$ cat src/rtl/gfx_dp_pkg.sv
package gfx_dp_pkg;
  parameter int unsigned NPL   = 4;
  parameter int unsigned DW    = 8;
  parameter int unsigned IDX_W = 4;
  localparam int unsigned RW   = $clog2(DW);
  localparam int unsigned MW   = $clog2(NPL);
  localparam int unsigned BUS_W = NPL * DW;

  typedef enum logic [1:0] {
    WM_ROT   = 2'd0,
    WM_COPY  = 2'd1,
    WM_SPLAT = 2'd2,
    WM_FILL  = 2'd3
  } wmode_e;

  typedef enum logic [1:0] {
    FN_PASS = 2'd0,
    FN_AND  = 2'd1,
    FN_OR   = 2'd2,
    FN_XOR  = 2'd3
  } func_e;

  typedef struct packed {
    logic [NPL-1:0] konst;
    logic [NPL-1:0] konst_en;
    logic [NPL-1:0] cmp_col;
    logic [NPL-1:0] cmp_inc;
    logic [NPL-1:0] pmask;
    logic [RW-1:0]  rot;
    logic [1:0]     fn;
    logic [MW-1:0]  rsel;
    logic [1:0]     wmode;
    logic           rmode;
    logic [DW-1:0]  bmask;
  } cfg_t;

  function automatic logic [DW-1:0] rot_right(input logic [DW-1:0] d, input logic [RW-1:0] n);
    logic [2*DW-1:0] t;
    t = {d, d} >> n;
    return t[DW-1:0];
  endfunction

  function automatic logic [DW-1:0] apply_fn(input logic [DW-1:0] d, input logic [DW-1:0] l,
                                             input logic [1:0] fn);
    case (func_e'(fn))
      FN_AND:  return d & l;
      FN_OR:   return d | l;
      FN_XOR:  return d ^ l;
      default: return d;
    endcase
  endfunction

  function automatic logic [DW-1:0] mask_merge(input logic [DW-1:0] d, input logic [DW-1:0] l,
                                               input logic [DW-1:0] m);
    return (d & m) | (l & ~m);
  endfunction
endpackage

$ cat src/rtl/gfx_dp_regs.sv
module gfx_dp_regs
  import gfx_dp_pkg::*;
#(
  parameter logic [DW-1:0] BMASK_RST = '1
) (
  input  logic             clk,
  input  logic             rst_n,
  input  logic             cfg_we,
  input  logic [IDX_W-1:0] cfg_idx,
  input  logic [DW-1:0]    cfg_wdata,
  output cfg_t             cfg
);
  localparam logic [IDX_W-1:0] IX_KONST = 0;
  localparam logic [IDX_W-1:0] IX_KEN   = 1;
  localparam logic [IDX_W-1:0] IX_CCOL  = 2;
  localparam logic [IDX_W-1:0] IX_ROTFN = 3;
  localparam logic [IDX_W-1:0] IX_RSEL  = 4;
  localparam logic [IDX_W-1:0] IX_MODE  = 5;
  localparam logic [IDX_W-1:0] IX_CINC  = 6;
  localparam logic [IDX_W-1:0] IX_BMASK = 7;
  localparam logic [IDX_W-1:0] IX_PMASK = 8;

  cfg_t cfg_q;
  wire  idx_known = (cfg_idx <= IX_PMASK);

  always_ff @(posedge clk) begin
    if (!rst_n) begin
      cfg_q       <= '0;
      cfg_q.bmask <= BMASK_RST;
    end else if (cfg_we) begin
      case (cfg_idx)
        IX_KONST: cfg_q.konst    <= cfg_wdata[NPL-1:0];
        IX_KEN:   cfg_q.konst_en <= cfg_wdata[NPL-1:0];
        IX_CCOL:  cfg_q.cmp_col  <= cfg_wdata[NPL-1:0];
        IX_ROTFN: begin
          cfg_q.rot <= cfg_wdata[RW-1:0];
          cfg_q.fn  <= cfg_wdata[RW+1:RW];
        end
        IX_RSEL:  cfg_q.rsel     <= cfg_wdata[MW-1:0];
        IX_MODE:  begin
          cfg_q.wmode <= cfg_wdata[1:0];
          cfg_q.rmode <= cfg_wdata[3];
        end
        IX_CINC:  cfg_q.cmp_inc  <= cfg_wdata[NPL-1:0];
        IX_BMASK: cfg_q.bmask    <= cfg_wdata;
        IX_PMASK: cfg_q.pmask    <= cfg_wdata[NPL-1:0];
        default:  ;
      endcase
    end
  end

  assign cfg = cfg_q;

  AST_UNKNOWN_IDX_IGNORED: assert property (@(posedge clk) disable iff (!rst_n)
    (cfg_we && !idx_known) |=> $stable(cfg_q));
endmodule

$ cat src/rtl/gfx_dp_rd.sv
module gfx_dp_rd
  import gfx_dp_pkg::*;
(
  input  logic                     clk,
  input  logic                     rst_n,
  input  logic                     cpu_rd,
  input  logic [NPL-1:0][DW-1:0]   mem_rdata,
  input  logic [MW-1:0]            rsel,
  input  logic                     rmode,
  input  logic [NPL-1:0]           cmp_col,
  input  logic [NPL-1:0]           cmp_inc,
  output logic [NPL-1:0][DW-1:0]   latch,
  output logic [DW-1:0]            cpu_rdata
);
  logic [NPL-1:0][DW-1:0] lat_q;
  logic [DW-1:0]          match;
  wire                    latch_load = cpu_rd;

  always_ff @(posedge clk) begin
    if (!rst_n)          lat_q <= '0;
    else if (latch_load) lat_q <= mem_rdata;
  end

  for (genvar i = 0; i < DW; i++) begin : g_px
    logic [NPL-1:0] pix;
    for (genvar p = 0; p < NPL; p++) begin : g_pl
      assign pix[p] = lat_q[p][i];
    end
    assign match[i] = (((pix ^ cmp_col) & cmp_inc) == '0);
  end

  assign latch     = lat_q;
  assign cpu_rdata = rmode ? match : lat_q[rsel];

  AST_LATCH_LOAD: assert property (@(posedge clk) disable iff (!rst_n)
    latch_load |=> (lat_q == $past(mem_rdata)));
  AST_LATCH_HOLD: assert property (@(posedge clk) disable iff (!rst_n)
    !latch_load |=> $stable(lat_q));
  AST_NO_INCLUDE_ALL_MATCH: assert property (@(posedge clk) disable iff (!rst_n)
    (rmode && cmp_inc == '0) |-> (cpu_rdata == '1));
endmodule

$ cat src/rtl/gfx_dp_wr.sv
module gfx_dp_wr
  import gfx_dp_pkg::*;
(
  input  logic                     clk,
  input  logic                     rst_n,
  input  logic                     cpu_wr,
  input  logic [DW-1:0]            cpu_wdata,
  input  logic [NPL-1:0][DW-1:0]   latch,
  input  logic [NPL-1:0]           konst,
  input  logic [NPL-1:0]           konst_en,
  input  logic [NPL-1:0]           pmask,
  input  logic [RW-1:0]            rot,
  input  logic [1:0]               fn,
  input  logic [1:0]               wmode,
  input  logic [DW-1:0]            bmask,
  output logic [NPL-1:0][DW-1:0]   mem_wdata,
  output logic [NPL-1:0]           mem_we
);
  logic [DW-1:0] rotated;
  logic [DW-1:0] fill_sel;
  wire           masked_mode = (wmode == WM_ROT) || (wmode == WM_SPLAT);

  assign rotated  = rot_right(cpu_wdata, rot);
  assign fill_sel = rotated & bmask;

  for (genvar p = 0; p < NPL; p++) begin : g_plane
    logic [DW-1:0] src;
    logic [DW-1:0] fnout;
    always_comb begin
      if (wmode == WM_SPLAT)  src = {DW{cpu_wdata[p]}};
      else if (konst_en[p])   src = {DW{konst[p]}};
      else                    src = rotated;
    end
    assign fnout = apply_fn(src, latch[p], fn);
    always_comb begin
      case (wmode_e'(wmode))
        WM_COPY: mem_wdata[p] = latch[p];
        WM_FILL: mem_wdata[p] = mask_merge({DW{konst[p]}}, latch[p], fill_sel);
        default: mem_wdata[p] = mask_merge(fnout, latch[p], bmask);
      endcase
    end
  end

  assign mem_we = cpu_wr ? pmask : '0;

  AST_WE_IDLE: assert property (@(posedge clk) disable iff (!rst_n)
    !cpu_wr |-> (mem_we == '0));
  AST_WE_IN_MASK: assert property (@(posedge clk) disable iff (!rst_n)
    (mem_we & ~pmask) == '0);
  AST_COPY_LATCH: assert property (@(posedge clk) disable iff (!rst_n)
    (wmode == WM_COPY) |-> (mem_wdata == latch));
  AST_MASK_KEEP: assert property (@(posedge clk) disable iff (!rst_n)
    masked_mode |-> (((mem_wdata ^ latch) & ~{NPL{bmask}}) == '0));
  AST_FILL_NO_SEL: assert property (@(posedge clk) disable iff (!rst_n)
    (wmode == WM_FILL && fill_sel == '0) |-> (mem_wdata == latch));
endmodule

$ cat src/rtl/gfx_plane_datapath.sv
module gfx_plane_datapath
  import gfx_dp_pkg::*;
#(
  parameter logic [DW-1:0] BMASK_RST = '1
) (
  input  logic             clk,
  input  logic             rst_n,
  input  logic             cfg_we,
  input  logic [IDX_W-1:0] cfg_idx,
  input  logic [DW-1:0]    cfg_wdata,
  input  logic             cpu_rd,
  input  logic [BUS_W-1:0] mem_rdata,
  output logic [DW-1:0]    cpu_rdata,
  input  logic             cpu_wr,
  input  logic [DW-1:0]    cpu_wdata,
  output logic [BUS_W-1:0] mem_wdata,
  output logic [NPL-1:0]   mem_we
);
  cfg_t                   cfg;
  logic [NPL-1:0][DW-1:0] latch;
  logic [NPL-1:0][DW-1:0] rd_bus;
  logic [NPL-1:0][DW-1:0] wr_bus;

  assign rd_bus    = mem_rdata;
  assign mem_wdata = wr_bus;

  gfx_dp_regs #(.BMASK_RST(BMASK_RST)) u_regs (
    .clk(clk), .rst_n(rst_n), .cfg_we(cfg_we), .cfg_idx(cfg_idx),
    .cfg_wdata(cfg_wdata), .cfg(cfg)
  );

  gfx_dp_rd u_rd (
    .clk(clk), .rst_n(rst_n), .cpu_rd(cpu_rd), .mem_rdata(rd_bus),
    .rsel(cfg.rsel), .rmode(cfg.rmode), .cmp_col(cfg.cmp_col),
    .cmp_inc(cfg.cmp_inc), .latch(latch), .cpu_rdata(cpu_rdata)
  );

  gfx_dp_wr u_wr (
    .clk(clk), .rst_n(rst_n), .cpu_wr(cpu_wr), .cpu_wdata(cpu_wdata),
    .latch(latch), .konst(cfg.konst), .konst_en(cfg.konst_en),
    .pmask(cfg.pmask), .rot(cfg.rot), .fn(cfg.fn), .wmode(cfg.wmode),
    .bmask(cfg.bmask), .mem_wdata(wr_bus), .mem_we(mem_we)
  );
endmodule

$ cat config.mk
export PLATFORM = sky130hd
export DESIGN_NAME = gfx_plane_datapath
export DESIGN_NICKNAME = d
export VERILOG_FILES = /design/src/rtl/gfx_dp_pkg.sv /design/src/rtl/gfx_dp_regs.sv /design/src/rtl/gfx_dp_rd.sv /design/src/rtl/gfx_dp_wr.sv /design/src/rtl/gfx_plane_datapath.sv
export SDC_FILE = /design/constraint.sdc
export NUM_CORES = 1
export LEC_CHECK = 0
export BUFFER_PORTS_ARGS = -buffer_cell sky130_fd_sc_hd__buf_4
export CAP_MARGIN = 20
export CORE_UTILIZATION = 46
export CTS_CLUSTER_DIAMETER = 200
export DETAILED_ROUTE_END_ITERATION = 10
export PLACE_DENSITY = 0.7
export SYNTH_ARGS = -nofsm -noshare
export SYNTH_HDL_FRONTEND = slang
export SYNTH_SLANG_ARGS = --single-unit
export TNS_END_PERCENT = 100
$ cat constraint.sdc
create_clock -name clk -period 5.19 [get_ports clk]
set_clock_uncertainty 0.05 [all_clocks]
set_input_delay 1.2975 -clock clk [delete_from_list [all_inputs] [get_ports clk]]
set_output_delay 1.2975 -clock clk [all_outputs]
set_load 0.01 [all_outputs]
Yosys cells after proc, flatten, opt, wreduce, memory -nomap -nowiden --
Index checks and enable logic that the tools add are counted.
Word-level totals: memory bits (writable) 0, memories 0, bits in read-only memories 0, bits in registers 70, output and inout bits 44, word-level logic and storage cells 124, latch bits 0, input bits 57
Cells by class: muxes and demuxes 20, divide/modulo/power cells 0, reduce and logical (&&, ||, !) cells 18, multiply operators 0, eq/ne operators 14, add/sub/neg operators 0, bitwise logic cells 55, shift operators 1, order comparisons 1
Operators with widths (count):
- AND 8 bit | 21
- bitwise OR 8 bit | 12
- one-hot mux 8 bit (3 select lines) | 4
- two-way mux 8 bit | 10
- one-hot mux 8 bit (2 select lines) | 4
- logical NOT 4 bit | 9
- AND 4 bit | 8
- XOR 4 bit | 8
- XOR 8 bit | 4
- AND reduction 2 bit | 9
- binary-select mux 8 bit (select 2 bit) | 1
- == test 4 x 3 -> 1 bit (second input constant) | 4
- NOT 8 bit | 2
- >> shifter 16 x 3 -> 8 bit | 1
- == test 2 bit (second input constant) | 4
- == test 4 x 2 -> 1 bit (second input constant) | 2
- == test 2 x 1 -> 1 bit (second input constant) | 2
- == test 4 x 1 -> 1 bit (second input constant) | 1
- == test 4 bit (second input constant) | 1
- two-way mux 4 bit | 1
- less-than comparator 2 x 3 -> 1 bit (second input constant) | 1

Longest topological paths before layout --
word-level depth 8, depth in mapped cells 13, mapped depth without buffers 11

Modules after synthesis --
A second synthesis with hierarchy kept.
Second synthesis, totals: cells, all modules 933, area total of the unflattened synthesis 7541.0 um^2
Modules (own cells, without submodules):
- gfx_dp_wr | seq. area each 0.0 um^2, times used 1, area an instance 4088.9 um^2, cells an instance 599
- gfx_dp_rd | seq. area each 640.6 um^2, times used 1, area an instance 1949.4 um^2, cells an instance 187
- gfx_dp_regs | seq. area each 760.7 um^2, times used 1, area an instance 1502.7 um^2, cells an instance 147

Least setup slack after synthesis --
No wires, ideal clock.
path type input to output, start input port cpu_wdata[2], end output port mem_wdata[31], buffers on the path 0, data required time 3.843 ns, cell stages on the path 10, arrival 3.306 ns, setup slack 0.537 ns, cell sequence mux2_2 -> o22ai_1 -> a211oi_1 -> nor2b_1 -> o21ai_0 -> ha_1 -> mux2i_1 -> a2111oi_0 -> o221ai_1 -> o311ai_0
On the way: cells in the longest elaborated chain, start to end 8, elaborated cells on any way between the ends 15, those cells by class shift (1); mux (4); bitwise (10)
RTL lines:
- start: declaration | line gfx_plane_datapath.sv:15 | input logic [DW-1:0] cpu_wdata,
- >> shifter 16 x 3 -> 8 bit * | line gfx_dp_pkg.sv:39 | t = {d, d} >> n;
- two-way mux 8 bit | line gfx_dp_wr.sv:31 | else if (konst_en[p]) src = {DW{konst[p]}};
- two-way mux 8 bit | line gfx_dp_wr.sv:30 | if (wmode == WM_SPLAT) src = {DW{cpu_wdata[p]}};
- XOR 8 bit, or another cell as far along | line gfx_dp_pkg.sv:48 | FN_XOR: return d ^ l;
- one-hot mux 8 bit (3 select lines) | line gfx_dp_pkg.sv:45 | case (func_e'(fn))
- AND 8 bit | line gfx_dp_pkg.sv:55 | return (d & m) | (l & ~m);
- bitwise OR 8 bit | line gfx_dp_pkg.sv:55
- one-hot mux 8 bit (2 select lines) * | line gfx_dp_wr.sv:36 | case (wmode_e'(wmode))
- end: declaration | line gfx_plane_datapath.sv:16 | output logic [BUS_W-1:0] mem_wdata,
Mark *: on every way between the ends. The rest lies on a longest branch, timed or not.

Final worst setup path --
start input port cpu_wdata[0], end output port mem_wdata[23]
Same word-level chain as after synthesis.

==> out/results.txt <==
Final setup fails -> 0
Clock latency on the worst-skew pair -> 330 ps
Worst Hold Path EP -> u_regs.cfg[19]
FF-to-FF Start -> u_regs.cfg[14]
Worst relative slew slack -> 0.353
Post-CTS Hold Buffers -> 0
DRC Markers -> 0
CTS resizes -> 0
Psw -> 0.477 mW
CTS Buf Count -> 9
Yosys top cell by area -> dfxtp_1
Logic pwr share -> 0.239
Vias in the first global route -> 6461
Crit-path cells -> buf_4 > mux2_2 > o22ai_1 > a211oi_1 > buf_4 > and2_1 > o21ai_0 > ha_1 > mux2i_1 > a21oi_1 > o31a_1 > o21ai_0 > a21oi_1 > buf_4
R2R cell count -> 3
Fin cells -> 1224
Crit Path Category -> input port to output port
Final Hold Fails -> 0
Cell Area, Placed -> 0.00829 mm^2
Top cell type's share of synthesized area -> 0.187
Design Area, Final -> 0.00862 mm^2
FF-to-FF setup slack -> 3850 ps
Cell at the slowest stage of the critical path -> o22ai_1
Critical path arrival -> 3680 ps
Die H -> 130 um
Sequential share of the synthesized area -> 0.187
Syn Inst Count -> 954
Fmax -> 199 MHz
Initial antenna violation count -> 0
EDFF count, synth -> 0
Top_reg_cell synth -> dfxtp_1
Setup TNS Final -> 0 ps
Ys Warns -> 0
Fraction of registers with async set/reset -> 0
LEAKAGE -> 3.64 nW
Max-slew violations -> 0
Sw Ratio -> 0.285
Final Cycle Share -> 0.968
DP Cell Count -> 1208
Setup crit start kind -> input port
Initial core utilization -> 0.471
First-pass GRT wire length -> 36200 um
RSZ-0062 raised after global routing -> no
Via Count -> 7160
Worst slew pin tran -> 966 ps
Die X -> 130 um
Max VDD drop -> 0.212 mV
Proportion of layout cells with a drive suffix above 1 -> 0.172
Starting DRC count in detailed routing -> 555
Worst r2r dst -> u_regs.cfg[14]
Final critical-path required period -> 5030 ps
CTS Root Cell -> clkbuf_16
WL/cell -> 19.6 um
Count of cell types in the netlist -> 51
Std-Cell Rows -> 46
#FFs+latches synth -> 70
CP endpoint kind -> output port
Worst-case clock buffer depth -> 2
Detail Route Antenna Nets -> 0
Status -> finished clean
Placer Congestion -> 0.950
Synth Net Count -> 1075
Pwr Density -> 195 mW/mm^2
Critical Path RT -> 3840 ps
Worst hold path type -> register to register
Syn_area_per_cell -> 7.84 um^2
Setup bufs post-CTS -> 0
Dpl hpwl -> 17500 um
Int Power -> 1.20 mW
Synthesized area -> 0.00748 mm^2
CTS tree -> done
Top cells by area, synth -> dfxtp_1 19%, mux2i_1 14%, ha_1 11%
Hold depth -> 2
H-Tree Depth -> 3
Via-to-Cell Ratio -> 5.85
Total global-route track usage -> 0.288
Critical path's largest stage delay -> 280 ps
Number of detailed-route iterations in the first pass -> 6
Clk slew on worst S/H paths -> 50 ps
Max Cap Viol -> 0
Number of port buffers -> 100
Sink Count -> 70
Hold Startpoint -> u_regs.cfg[19]
Clock power frac -> 0.399
DIE AREA -> 0.0168 mm^2
Most used cell, CP -> buf_4
Syn-to-layout area delta -> 15.3%
IO Count -> 101
GRT Residual Overflow -> 0
Pin count of the biggest net entering global routing -> 71
Core area -> 0.0159 mm^2
Ant. Diodes -> 0
Routed WL -> 24000 um
NumNets Final -> 1124
CP Max Fanout -> 7
Register share of total power -> 0.362
-- cell families (layout without fill, tap and decap cells) --
logic type,count (synthesis),in the layout,share of synthesized area
simple gates,306,306,0.202
fa+ha+maj,64,64,0.107
flops,70,70,0.187
buf+inv,121,175,0.0652
mux,136,136,0.202
compound gates,225,225,0.199
xor+xnor,32,32,0.0375
-- state kept, by name, indices dropped and copies added (netlist names) --
register	flops
u_regs.cfg	38
u_rd.latch	32
-- routing by layer --
metal  vias to the layer above  share of wire  wire length [um]  global-route usage
met5                         -              0                 0                   0
met4                         0          0.031               745               0.109
met3                        62          0.084              2030              0.0528
met2                       346           0.45             10900               0.466
met1                      3314           0.43             10300               0.381
li1                       3438              -                 -                   -
-- worst max-delay path: cells and delay by family --
kind            cells  cell delay, ps
compound gates      7            1230
buf+inv             3             510
simple gates        1             170
fa+ha+maj           1             150
mux                 2             340
-- stage by stage --
stage,setup WS (ps),utilization,power (mW),hold slack (ps)
after CTS,168,0.543,1.68,470
after detailed placement,186,0.522,1.01,455
after floorplan,537,-,0.843,407
final,164,0.543,1.68,460
after global placement,208,0.522,1.00,444
after global routing,65.0,0.543,1.76,499
-- layout by cell type, fill, tap and decap left out, types with 4 or more instances in the layout --
master     count
mux2_2        17
nand2_1       96
o22ai_1        4
and2_1         9
dfxtp_1       68
o21ai_0       86
or3b_2         5
mux2i_1      108
nor2_1        75
nand2b_1      14
mux4_2        10
nand3_1       12
nor2b_1       69
a21boi_0       4
clkbuf_16      9
o31ai_1       21
inv_1         45
xor2_1        32
a22oi_1       23
o221ai_1      18
buf_4        113
nor3b_1        4
ha_1          64
o21a_1        32
a21oi_1       16
nor3_1         6
-- power groups by stage --
stage          registers (mW)  logic (mW)  clock network, mW
2_1_floorplan           0.587       0.256                  0
3_3_place_gp            0.615       0.386                  0
3_5_place_dp            0.616       0.397                  0
4_1_cts                 0.604       0.399              0.680
5_1_grt                 0.608       0.443              0.706
6_report                0.607       0.401              0.669
-- cell type report --
cell class                      count  area [um^2]
Tap cell                          216          270
Clock buffer                       11          253
Multi-Input combinational cell    763         5600
Fill cell                        1544         7260
Timing Repair Buffer              113          848
Clock inverter                      5         81.3
Sequential cell                    70         1400
Inverter                           46          173
-- worst max-delay path by stage --
| stage | to | startpoint | cells past startpoint |
|---|---|---|---|
| finish | mem_wdata[23] | cpu_wdata[0] | 14 |
| global route | mem_wdata[23] | cpu_wdata[2] | 14 |
| CTS | mem_wdata[23] | cpu_wdata[1] | 14 |
| detailed placement | mem_wdata[15] | cpu_wdata[1] | 14 |
| global placement | mem_wdata[15] | cpu_wdata[1] | 14 |
| floorplan | mem_wdata[31] | cpu_wdata[2] | 10 |
-- synth_stat cells, drive strengths merged, types with 2 or more instances --
cell type  count
and2           9
clkbuf        57
o22a           2
o31ai         21
nor4           2
a2111oi        2
o21ai         88
nand3         12
dfxtp         70
nor2b         69
o31a           3
a21oi         16
nor3           7
mux4          10
a22oi         23
mux2i        108
ha            64
and3           3
o2bb2ai        2
o211ai         3
o21a          32
nor3b          4
or3b           5
nor2          75
o221ai        18
nand2b        14
mux2          18
or3            2
buf           18
nand3b         3
a21boi         4
xor2          32
inv           46
o311a          3
or2            3
o22ai          4
nand2         96
Note: power is estimated with default switching activity, not from simulation.
